[src/rtl/ovs_pkg.sv]
package ovs_pkg;
    localparam int SAMPLE_W  = 12;
    localparam int RES_W     = 16;
    localparam int CODE_W    = 3;
    localparam int SHIFT_W   = 4;
    localparam int MAX_SHIFT = 8;
endpackage

[src/rtl/ovs_scale.sv]
module ovs_scale #(
    parameter int ACC_W     = 20,
    parameter int RES_W     = 16,
    parameter int SHIFT_W   = 4,
    parameter int MAX_SHIFT = 8
) (
    input  logic [ACC_W-1:0]   sum,
    input  logic [SHIFT_W-1:0] shift,
    output logic [RES_W-1:0]   scaled
);
    logic [SHIFT_W-1:0] eff_shift;
    logic [ACC_W-1:0]   shifted;

    always_comb begin
        eff_shift = (shift > SHIFT_W'(MAX_SHIFT)) ? SHIFT_W'(MAX_SHIFT) : shift;
        shifted   = sum >> eff_shift;
    end

    generate
        if (ACC_W > RES_W) begin : g_sat
            always_comb begin
                scaled = (|shifted[ACC_W-1:RES_W]) ? {RES_W{1'b1}} : shifted[RES_W-1:0];
            end
        end else begin : g_wide
            always_comb begin
                scaled = RES_W'(shifted);
            end
        end
    endgenerate
endmodule

[src/rtl/ovs_ctrl.sv]
module ovs_ctrl #(
    parameter int SAMPLE_W = 12,
    parameter int RES_W    = 16,
    parameter int CODE_W   = 3,
    parameter int SHIFT_W  = 4,
    parameter int CNT_W    = 8,
    parameter int ACC_W    = 20
) (
    input  logic                clk,
    input  logic                rst_n,
    input  logic                enable,
    input  logic                cont_mode,
    input  logic                trigger,
    input  logic [CODE_W-1:0]   ratio_code,
    input  logic [SHIFT_W-1:0]  shift_amt,
    input  logic                smp_valid,
    input  logic [SAMPLE_W-1:0] smp_data,
    output logic [ACC_W-1:0]    grp_sum,
    output logic [SHIFT_W-1:0]  grp_shift,
    input  logic [RES_W-1:0]    scaled,
    output logic [RES_W-1:0]    result,
    output logic                done,
    output logic                busy
);
    typedef struct packed {
        logic                busy;
        logic                cont;
        logic [CODE_W-1:0]   code;
        logic [SHIFT_W-1:0]  shift;
        logic [CNT_W-1:0]    cnt;
        logic [ACC_W-1:0]    acc;
        logic [RES_W-1:0]    res;
        logic                done;
    } st_t;

    st_t st_d, st_q;
    logic [CNT_W:0]   n_full;
    logic             last_smp;
    logic             abort;

    always_comb begin
        n_full   = {{CNT_W{1'b0}}, 1'b1} << ({1'b0, st_q.code} + (CODE_W+1)'(1));
        last_smp = ({1'b0, st_q.cnt} == (n_full - (CNT_W+1)'(1)));
        abort    = !enable || (st_q.cont && !cont_mode);
        grp_sum  = st_q.acc + ACC_W'(smp_data);
        grp_shift = st_q.shift;

        st_d      = st_q;
        st_d.done = 1'b0;
        if (!st_q.busy) begin
            if (enable && trigger) begin
                st_d.busy  = 1'b1;
                st_d.cont  = cont_mode;
                st_d.code  = ratio_code;
                st_d.shift = shift_amt;
                st_d.cnt   = '0;
                st_d.acc   = '0;
            end
        end else if (abort) begin
            st_d.busy = 1'b0;
            st_d.cnt  = '0;
            st_d.acc  = '0;
        end else if (smp_valid) begin
            if (last_smp) begin
                st_d.res  = scaled;
                st_d.done = 1'b1;
                st_d.cnt  = '0;
                st_d.acc  = '0;
                if (st_q.cont) begin
                    st_d.code  = ratio_code;
                    st_d.shift = shift_amt;
                end else begin
                    st_d.busy = 1'b0;
                end
            end else begin
                st_d.acc = grp_sum;
                st_d.cnt = st_q.cnt + CNT_W'(1);
            end
        end
    end

    always_ff @(posedge clk) begin
        if (!rst_n) begin
            st_q <= '0;
        end else begin
            st_q <= st_d;
        end
    end

    assign result = st_q.res;
    assign done   = st_q.done;
    assign busy   = st_q.busy;

    // Done never lasts two cycles (smallest group is two samples).
    p_done_pulse_r6: assert property (@(posedge clk) disable iff (!rst_n)
        st_q.done |=> !st_q.done);
    p_done_after_busy_r6: assert property (@(posedge clk) disable iff (!rst_n)
        st_q.done |-> $past(st_q.busy));
    p_single_drop_r7: assert property (@(posedge clk) disable iff (!rst_n)
        (st_q.done && !st_q.cont) |-> !st_q.busy);
    p_abort_r9: assert property (@(posedge clk) disable iff (!rst_n)
        (st_q.busy && !enable) |=> (!st_q.busy && !st_q.done && $stable(st_q.res)));
    p_idle_quiet_r10: assert property (@(posedge clk) disable iff (!rst_n)
        (!st_q.busy && !(enable && trigger)) |=> (!st_q.busy && $stable(st_q.res)));
    p_cnt_bound_r3: assert property (@(posedge clk) disable iff (!rst_n)
        st_q.busy |-> ({1'b0, st_q.cnt} < n_full));
endmodule

[src/rtl/ovs_accum.sv]
module ovs_accum
    import ovs_pkg::*;
#(
    parameter int P_SAMPLE_W  = SAMPLE_W,
    parameter int P_RES_W     = RES_W,
    parameter int P_CODE_W    = CODE_W,
    parameter int P_SHIFT_W   = SHIFT_W,
    parameter int P_MAX_SHIFT = MAX_SHIFT
) (
    input  logic                  clk,
    input  logic                  rst_n,
    input  logic                  enable,
    input  logic                  cont_mode,
    input  logic                  trigger,
    input  logic [P_CODE_W-1:0]   ratio_code,
    input  logic [P_SHIFT_W-1:0]  shift_amt,
    input  logic                  smp_valid,
    input  logic [P_SAMPLE_W-1:0] smp_data,
    output logic [P_RES_W-1:0]    result,
    output logic                  done,
    output logic                  busy
);
    localparam int MAX_LOG2 = 1 << P_CODE_W;
    localparam int CNT_W    = MAX_LOG2;
    localparam int ACC_W    = P_SAMPLE_W + MAX_LOG2;

    logic [ACC_W-1:0]     grp_sum;
    logic [P_SHIFT_W-1:0] grp_shift;
    logic [P_RES_W-1:0]   scaled;

    ovs_ctrl #(
        .SAMPLE_W (P_SAMPLE_W),
        .RES_W    (P_RES_W),
        .CODE_W   (P_CODE_W),
        .SHIFT_W  (P_SHIFT_W),
        .CNT_W    (CNT_W),
        .ACC_W    (ACC_W)
    ) u_ctrl (
        .clk        (clk),
        .rst_n      (rst_n),
        .enable     (enable),
        .cont_mode  (cont_mode),
        .trigger    (trigger),
        .ratio_code (ratio_code),
        .shift_amt  (shift_amt),
        .smp_valid  (smp_valid),
        .smp_data   (smp_data),
        .grp_sum    (grp_sum),
        .grp_shift  (grp_shift),
        .scaled     (scaled),
        .result     (result),
        .done       (done),
        .busy       (busy)
    );

    ovs_scale #(
        .ACC_W     (ACC_W),
        .RES_W     (P_RES_W),
        .SHIFT_W   (P_SHIFT_W),
        .MAX_SHIFT (P_MAX_SHIFT)
    ) u_scale (
        .sum    (grp_sum),
        .shift  (grp_shift),
        .scaled (scaled)
    );
endmodule

[config.mk]
export PLATFORM = sky130hd
export DESIGN_NAME = ovs_accum
export DESIGN_NICKNAME = d
export VERILOG_FILES = /design/src/rtl/ovs_pkg.sv /design/src/rtl/ovs_scale.sv /design/src/rtl/ovs_ctrl.sv /design/src/rtl/ovs_accum.sv
export SDC_FILE = /design/constraint.sdc
export NUM_CORES = 1
export LEC_CHECK = 0
export CORE_ASPECT_RATIO = 0.9
export CORE_MARGIN = 4
export CORE_UTILIZATION = 58
export DETAILED_ROUTE_END_ITERATION = 10
export PLACE_DENSITY = 0.81
export RECOVER_POWER = 50
export SLEW_MARGIN = 20
export SYNTH_ARGS = -nofsm -noshare
export SYNTH_HDL_FRONTEND = slang
export SYNTH_HIERARCHICAL = 1
export SYNTH_SLANG_ARGS = --single-unit
[constraint.sdc]
create_clock -name clk -period 3.9 [get_ports clk]
set_input_delay 0.585 -clock clk [delete_from_list [all_inputs] [get_ports clk]]
set_output_delay 0.585 -clock clk [all_outputs]
set_load 0.1 [all_outputs]
==> metrics.md, run 1 <==
| Metric | Value |
|---|---|
| FF-to-FF path depth | 9 |
| WL final | between 10 and 15 mm |
| Post-CTS setup buffer count | 0 |
| CP Max Fanout | 8 |
| Post-Syn Area | between 4000 and 5000 µm² |
| Max-Cap Viols | 0 |
| WHS | between 0.4 and 0.5 ns |
| Number of setup violations in the final report | 0 |
| Worst Setup End Kind | register |
| Io pins | 43 |
| Pwr per Cell Area | between 200 and 250 nW/µm² |
| Port Buf Inserts | 42 |
| Net Sw Frac | 0.2735 |
| Clock skew | between 0.01 and 0.015 ns |
| Syn_nets | around 530 |
| Final Hold Fails | 0 |
| Grt total ovfl | 0 |
| Largest net degree at the start of global routing | 28 |
| Post-route cell area | about 4700 µm² |
| Seq/Total Area, Yosys | 0.2629 |
| Post-DP HPWL | around 7.5 mm |
| Initial antenna violation count | 0 |
| H-tree depth | 2 |
| Commonest non-fill, non-tap cell in the layout | nand2_1 |
| Cells after synthesis | 494 |
| Vias | 3807 |
| Logic pwr share | 0.183 |
| Clock latency on the worst-skew pair | 0.32 ns |
| Share of layout cells above drive strength 1 | 0.1157 |
| Die height | approximately 88 µm |
| Vias in the first global route | between 3000 and 4000 |
| Hold_buf cts | 0 |
| Routed length per instance | around 16 µm |
| # nets final | 568 |
| Rows | 28 |
| Synth top area share | 0.2629 |
| Post-synth EDFFs | 0 |
| Largest cells by area after synthesis | dfxtp_1 26%, nand2_1 6.5%, mux4_2 6.0% |
| TritonCTS clock tree | done |
| Reg clk slew, reported paths | roughly 0.10 ns |
| Yosys top cell by area | dfxtp_1 |
| RSZ-0062 raised after global routing | no |
| Final ANT Viol Nets | 0 |
| Slew HR | 0.2408 |
| Crit path time final | approximately 3.7 ns |
| Unique masters post-synth | 64 |
| Hold crit path type | register to register |
| Starting Density | 0.6114 |
| Crit path launch type | input port |
| Cts bufs inserted | 5 |
| Psw | 0.0002964 W |
| Worst slew pin tran | ~1.1 ns |
| Root Driver | clkbuf_8 |
| TritonRoute pass-1 iters | 5 |
| First-pass GRT wire length | around 17 mm |
| Clk network pwr share | 0.296 |
| Die area | between 8000 and 9000 µm² |
| Global-route usage over all layers | 0.2399 |
| Worst EP required | ~4.1 ns |
| Ys Warns | 6 |
| Fmax | around 270 MHz |
| DRC Markers | 0 |
| Main synth FF type | dfxtp_1 |
| Max-slew violations | 0 |
| Post-synth ARST share | 0 |
| Lkg Pwr | 1.875 nW |
| Area Overhead vs Synth | 13.60% |
| DR iter-0 viols | 241 |
| Arrival time worst endpoint | slightly below 4 ns |
| Internal Power | roughly 0.0008 W |
| Register share of total power | 0.521 |
| Sink Count | 54 |
| Yosys reg bits | 54 |
| Status | complete, no violations |
| Clock Path Buffers | 2 |
| Area after DPL | approximately 4600 µm² |
| Hold path cells | 2 |
| Most frequent cells in the layout | 71 x nand2_1, 54 x dfxtp_1, 48 x a21oi_1 |
| RD Place Congestion | approximately 0.93 |
| Synth Area per Inst | ~8.3 µm² |
| Area of the core | 6726 µm² |
| Ant. Diodes | 0 |
| Peak VDD IR | just under 0.0002 V |
| Die X | between 90 and 100 µm |
| Critical path type | input port to register |
| Routed vias/inst | just over 6 |
| Final Cycle Share | 0.9503 |
[worst max-delay path, stage by stage]
cell,delay (ns)
clkdlybuf4s50_1,0.41
ha_1,0.23
buf_4,0.14
a211oi_1,0.36
o211ai_1,0.18
a211oi_1,0.27
buf_4,0.18
nor3_1,0.07
xor2_1,0.48
nor2_1,0.14
o21ai_1,0.21
a21o_1,0.28
o31a_1,0.17
nand2_1,0.05
a21oi_1,0.18
[registers in the layout (all words and copies together), names as in the netlist]
register / count
u_ctrl/done: 1
u_ctrl/result: 16
u_ctrl/busy: 1
u_ctrl/grp_shift: 4
u_ctrl/st_q: 32
[Yosys cell counts, types with 2 or more instances]
cell type  count
ha_1          14
buf_4         21
a211o_1        3
nor2_1        16
mux4_2        11
buf_2         10
xor2_1        10
clkbuf_1      10
a221oi_1       7
o211a_1        3
or3_1          2
buf_6          6
nand3b_1      10
a22o_1        17
a211oi_1       4
a31oi_1        3
and2_1         4
nor2b_1        5
and3_1         3
o22a_1         6
o31a_1         5
dfxtp_1       54
or4_1          2
nand3_1       17
buf_1          2
or2_2          2
o221ai_1       2
xnor2_1       15
inv_1         21
o21ai_0       11
nor4_1         2
mux2i_1       14
nor3_1         6
and3b_1        3
a21o_1         7
o211ai_1       9
o22ai_1        7
a21boi_0       3
a21oi_1       47
nand2b_1       6
nand2_1       71
[power groups by stage]
stage | combinational (W) | clock (W) | sequential (W)
floorplan | 0.000134 | 0 | 0.000576
global placement | 0.000191 | 0 | 0.000577
detailed placement | 0.000196 | 0 | 0.000578
CTS | 0.000197 | 0.000319 | 0.000565
global route | 0.000216 | 0.000344 | 0.000566
finish | 0.000198 | 0.000321 | 0.000565
[worst paths after layout]
path / slack [ns] / from / endpoint
min reg2reg: 0.45 / u_ctrl/result[13] / u_ctrl/result[13]
max reg2reg: 0.48 / u_ctrl/st_q[50] / u_ctrl/st_q[49]
min: 0.45 / u_ctrl/result[13] / u_ctrl/result[13]
max: 0.19 / smp_data[0] / u_ctrl/result[10]
[layer usage]
layer  vias up  track usage  wire [µm]
li1       1853            -          -
met1      1806       0.2897       4420
met2       126       0.4386       4874
met3        22      0.04140        553
met4         0      0.07908        197
met5         -            0          0
[timing repair]
item,in CTS,in global routing
hold endpoints to repair,0,0
setup endpoints to repair,0,15
gates resized for setup,0,3
[metrics by stage]
| step | TNS, ns | total power, W | util | setup slack, ns | std cells |
|---|---|---|---|---|---|
| detailed placement | -0.5003 | 0.0007734 | 0.6819 | -0.06945 | 611 |
| finish | 0 | 0.001084 | 0.6946 | 0.1937 | 617 |
| floorplan | 0 | 0.0007103 | - | 0.3656 | 494 |
| CTS | 0 | 0.001081 | 0.6942 | 0.2369 | 617 |
| global route | 0 | 0.001126 | 0.6946 | 0.01438 | 617 |
| global placement | -0.03075 | 0.0007679 | 0.6819 | -0.01688 | 611 |
[cell families (layout without fill, tap and decap cells)]
kind of cell / after synthesis / count (layout) / synth area share
simple gates: 158 / 158 / 0.1926
compound gates: 146 / 146 / 0.2516
buf+inv: 70 / 103 / 0.09705
flops: 54 / 54 / 0.2629
xor+xnor: 25 / 25 / 0.05324
mux: 25 / 25 / 0.09431
fa+ha+maj: 15 / 15 / 0.04746
other cells: 1 / 1 / 0.0009118
[final cells by class]
cell class | instances | area [µm²]
multi-input cells | 370 | 2648
repair buffers | 76 | 669.4
clock buffers | 6 | 82.58
well taps | 90 | 112.6
inverters | 21 | 78.83
fillers | 568 | 2054
flip-flops and latches | 54 | 1081
Power figures use the tool's default switching activity.
==> inputs of run 2 (changes only) <==
--- a/config.mk
+++ b/config.mk
@@ -11,6 +11,7 @@
 export DETAILED_ROUTE_END_ITERATION = 10
 export PLACE_DENSITY = 0.81
 export RECOVER_POWER = 50
+export SKIP_LAST_GASP = 1
 export SLEW_MARGIN = 20
 export SYNTH_ARGS = -nofsm -noshare
 export SYNTH_HDL_FRONTEND = slang
==> results of run 2 <==
The final DEF is identical to that of run 1; final timing and power are the same.
==> inputs of run 3 (changes only) <==
--- a/config.mk
+++ b/config.mk
@@ -5,11 +5,12 @@
 export SDC_FILE = /design/constraint.sdc
 export NUM_CORES = 1
 export LEC_CHECK = 0
+export CAP_MARGIN = 10
 export CORE_ASPECT_RATIO = 0.9
 export CORE_MARGIN = 4
-export CORE_UTILIZATION = 58
+export CORE_UTILIZATION = 60
 export DETAILED_ROUTE_END_ITERATION = 10
-export PLACE_DENSITY = 0.81
+export PLACE_DENSITY = 0.84
 export RECOVER_POWER = 50
 export SKIP_LAST_GASP = 1
 export SLEW_MARGIN = 20
==> constraint.sdc (replaced) <==
create_clock -name clk -period 4.4 [get_ports clk]
set_input_delay 0.66 -clock clk [delete_from_list [all_inputs] [get_ports clk]]
set_output_delay 0.66 -clock clk [all_outputs]
set_load 0.1 [all_outputs]
==> run 3 against run 2 <==
Effect of this change: the run now ends with capacitance limit, slew limit left; clock skew rose by 0.00056 ns; critical path depth stayed put; cell area down 4.6%; largest power group unchanged; die area down 3.0%; routed wire length fell by 3.7%.
==> metrics.md, run 3 (synthesis gave the netlist of run 1 again) <==
| Metric | Value |
|---|---|
| Largest register by flop count | u_ctrl/st_q (unchanged) |
| Arrival time worst endpoint | 4.10 ns (was 3.94 ns) |
| Root Driver | clkbuf_8 (unchanged) |
| First-pass GRT wire length | 16.32 mm (was 17.06 mm) |
| RD Place Congestion | 0.9712 (was 0.9264) |
| Post-CTS Resized | 0 (unchanged) |
| Status | finished, violations left (was complete, no violations) |
| Worst Setup End Kind | register (unchanged) |
| # nets final | 539 (was 568) |
| Area Overhead vs Synth | 8.427% (was 13.60%) |
| Routed vias/inst | 6.336 (was 6.170) |
| CP Max Fanout | 6 (was 8) |
| Commonest non-fill, non-tap cell in the layout | nand2_1 (unchanged) |
| Area of the multi-input gates | 2634 µm² (was 2648 µm²) |
| Max-slew violations | 19 (was 0) |
| DRC Markers | 0 (unchanged) |
| Routed length per instance | 16.39 µm (was 16.28 µm) |
| WHS Endpoint | u_ctrl/result[11] (was u_ctrl/result[13]) |
| Hold_buf cts | 0 (unchanged) |
| Critical path type | input port to register (unchanged) |
| Failing checks | capacitance limit, slew limit |
| Final Hold Fails | 0 (unchanged) |
| Worst slew pin tran | 1.639 ns (was 1.139 ns) |
| Port Buf Inserts | 42 (unchanged) |
| H-tree depth | 2 (unchanged) |
| Largest net degree at the start of global routing | 28 (unchanged) |
| Cts bufs inserted | 5 (unchanged) |
| Sink Count | 54 (unchanged) |
| Vias in the first global route | 3558 (was 3684) |
| Critical-path cell list | clkdlybuf4s50_1 > ha_1 > fa_1 > a211oi_1 > o211ai_1 > a311oi_1 > buf_4 > nor2_1 > xnor2_1 > nor2b_1 > or4_1 > a21oi_1 > a221oi_1 > nand2_1 > a21oi_1 (was clkdlybuf4s50_1 > ha_1 > buf_4 > a211oi_1 > o211ai_1 > a211oi_1 > buf_4 > nor3_1 > xor2_1 > nor2_1 > o21ai_1 > a21o_1 > o31a_1 > nand2_1 > a21oi_1) |
| Rows | 28 (unchanged) |
| Clock Path Buffers | 2 (unchanged) |
| Lkg Pwr | 1.724 nW (was 1.875 nW) |
| Starting Density | 0.6211 (was 0.6114) |
| Die X | 95.27 µm (was 96.76 µm) |
| Peak VDD IR | 0.0001320 V (was 0.0001970 V) |
| Max-Cap Viols | 1 (was 0) |
| Min-delay src | u_ctrl/result[11] (was u_ctrl/result[13]) |
| CP max stage delay | 0.44 ns (was 0.48 ns) |
| FF/Latch Area | 1081 µm² (unchanged) |
| Hold crit path type | register to register (unchanged) |
| Ant. Diodes | 0 (unchanged) |
| Die height | 86.55 µm (was 87.89 µm) |
| Io pins | 43 (unchanged) |
| Post-DP HPWL | 6.977 mm (was 7.478 mm) |
| WHS | 0.4596 ns (was 0.4533 ns) |
| Most frequent cells in the layout | 71 x nand2_1, 54 x dfxtp_1, 47 x a21oi_1 (was 71 x nand2_1, 54 x dfxtp_1, 48 x a21oi_1) |
| WL final | 9.672 mm (was 10.05 mm) |
| FF-to-FF path depth | 9 (unchanged) |
| Crit path launch type | input port (unchanged) |
| Clock skew | 0.01202 ns (was 0.01146 ns) |
| Worst EP required | 4.56 ns (was 4.13 ns) |
| Max reg flops | 32 (unchanged) |
| Hold path cells | 2 (unchanged) |
| Final TNS setup | 0 ns (unchanged) |
| Vias | 3738 (was 3807) |
| Share of layout cells above drive strength 1 | 0.06600 (was 0.1157) |
| Grt total ovfl | 0 (unchanged) |
| Fillers | 537 (was 568) |
| Top cell by count, worst path | a21oi_1 |
| Initial antenna violation count | 0 (unchanged) |
| TritonRoute pass-1 iters | 6 (was 5) |
| Crit path time final | 3.932 ns |
| Post-CTS setup buffer count | 0 (unchanged) |
| Fmax | about 250 MHz |
| RSZ-0062 raised after global routing | no (unchanged) |
| Pwr per Cell Area | 216.9 nW/µm² (was 232.0 nW/µm²) |
| Reg2reg end | u_ctrl/st_q[44] (was u_ctrl/st_q[49]) |
| Number of setup violations in the final report | 0 (unchanged) |
| Register-to-Register Setup Slack | 0.52 ns (was 0.48 ns) |
| Final Cycle Share | 0.8937 |
| Slew HR | -0.09762 (was 0.2408) |
| Final ANT Viol Nets | 0 (unchanged) |
| Area of the core | 6621 µm² (was 6726 µm²) |
| Worst reg2reg path startpoint | u_ctrl/st_q[50] (unchanged) |
| Layout Utilization | 0.6735 (was 0.6946) |
| Global-route usage over all layers | 0.2422 (was 0.2399) |
| Critical path's slowest cell | or4_1 (was xor2_1) |
| Reg clk slew, reported paths | 0.11 ns (was 0.10 ns) |
| Die area | 8245 µm² (was 8504 µm²) |
| Clock latency on the worst-skew pair | 0.31 ns (was 0.32 ns) |
| TritonCTS clock tree | done (unchanged) |
| DR iter-0 viols | 380 (was 241) |
==> run 3: worst max path at each step <==
stage	from	endpoint	slack [ns]	cells after the start
after CTS	smp_data[0]	u_ctrl/result[3]	0.52	15
after global routing	u_ctrl/st_q[50]	u_ctrl/st_q[39]	0.18	9
after global placement	smp_data[0]	u_ctrl/result[12]	0.37	14
final	smp_data[0]	u_ctrl/result[3]	0.47	15
after detailed placement	smp_data[0]	u_ctrl/result[3]	0.26	15
after floorplan	smp_data[0]	u_ctrl/result[4]	0.79	12
==> run 3: cell type report <==
cell class,instances,area share
repair buffers,47,0.1027
clock buffers,6,0.01852
clock inverters,2,0.002806
multi-input cells,370,0.5906
well taps,90,0.02525
flip-flops and latches,54,0.2424
inverters,21,0.01768
==> run 3: worst max-delay path, delay by kind of cell <==
family	cells	cell delay, ns
AO/OA/AOI/OAI	6	1.14
XOR/XNOR	1	0.20
buffers and inverters	2	0.60
adder cells (fa/ha/maj)	2	0.67
AND/OR/NAND/NOR	4	0.80
==> run 3: power breakdown <==
group	leakage [nW]	internal [W]	switching [W]
Clock	0.0472	0.000127	0.000169
Combinational	1.24	0.0000778	0.0000912
Sequential	0.436	0.000493	0.00000930
Total	1.72	0.000697	0.000270
==> run 3: layer usage <==
layer,share of wire,vias to the layer above,track usage,wire length [µm]
li1,-,1792,-,-
met1,0.43,1743,0.3162,4112
met2,0.48,165,0.3992,4600
met3,0.068,38,0.03819,658
met4,0.031,0,0.09699,301
met5,0,-,0,0
==> run 3: per-stage QoR <==
stage	setup slack, ns	total power, W	std cells	area [µm²]
finish	0.4679	0.0009671	590	4459
detailed placement	0.2584	0.0006780	582	4369
CTS	0.5200	0.0009715	590	4464
global route	0.1786	0.001010	590	4459
global placement	0.3689	0.0006736	582	4369
floorplan	0.7906	0.0006296	494	4113
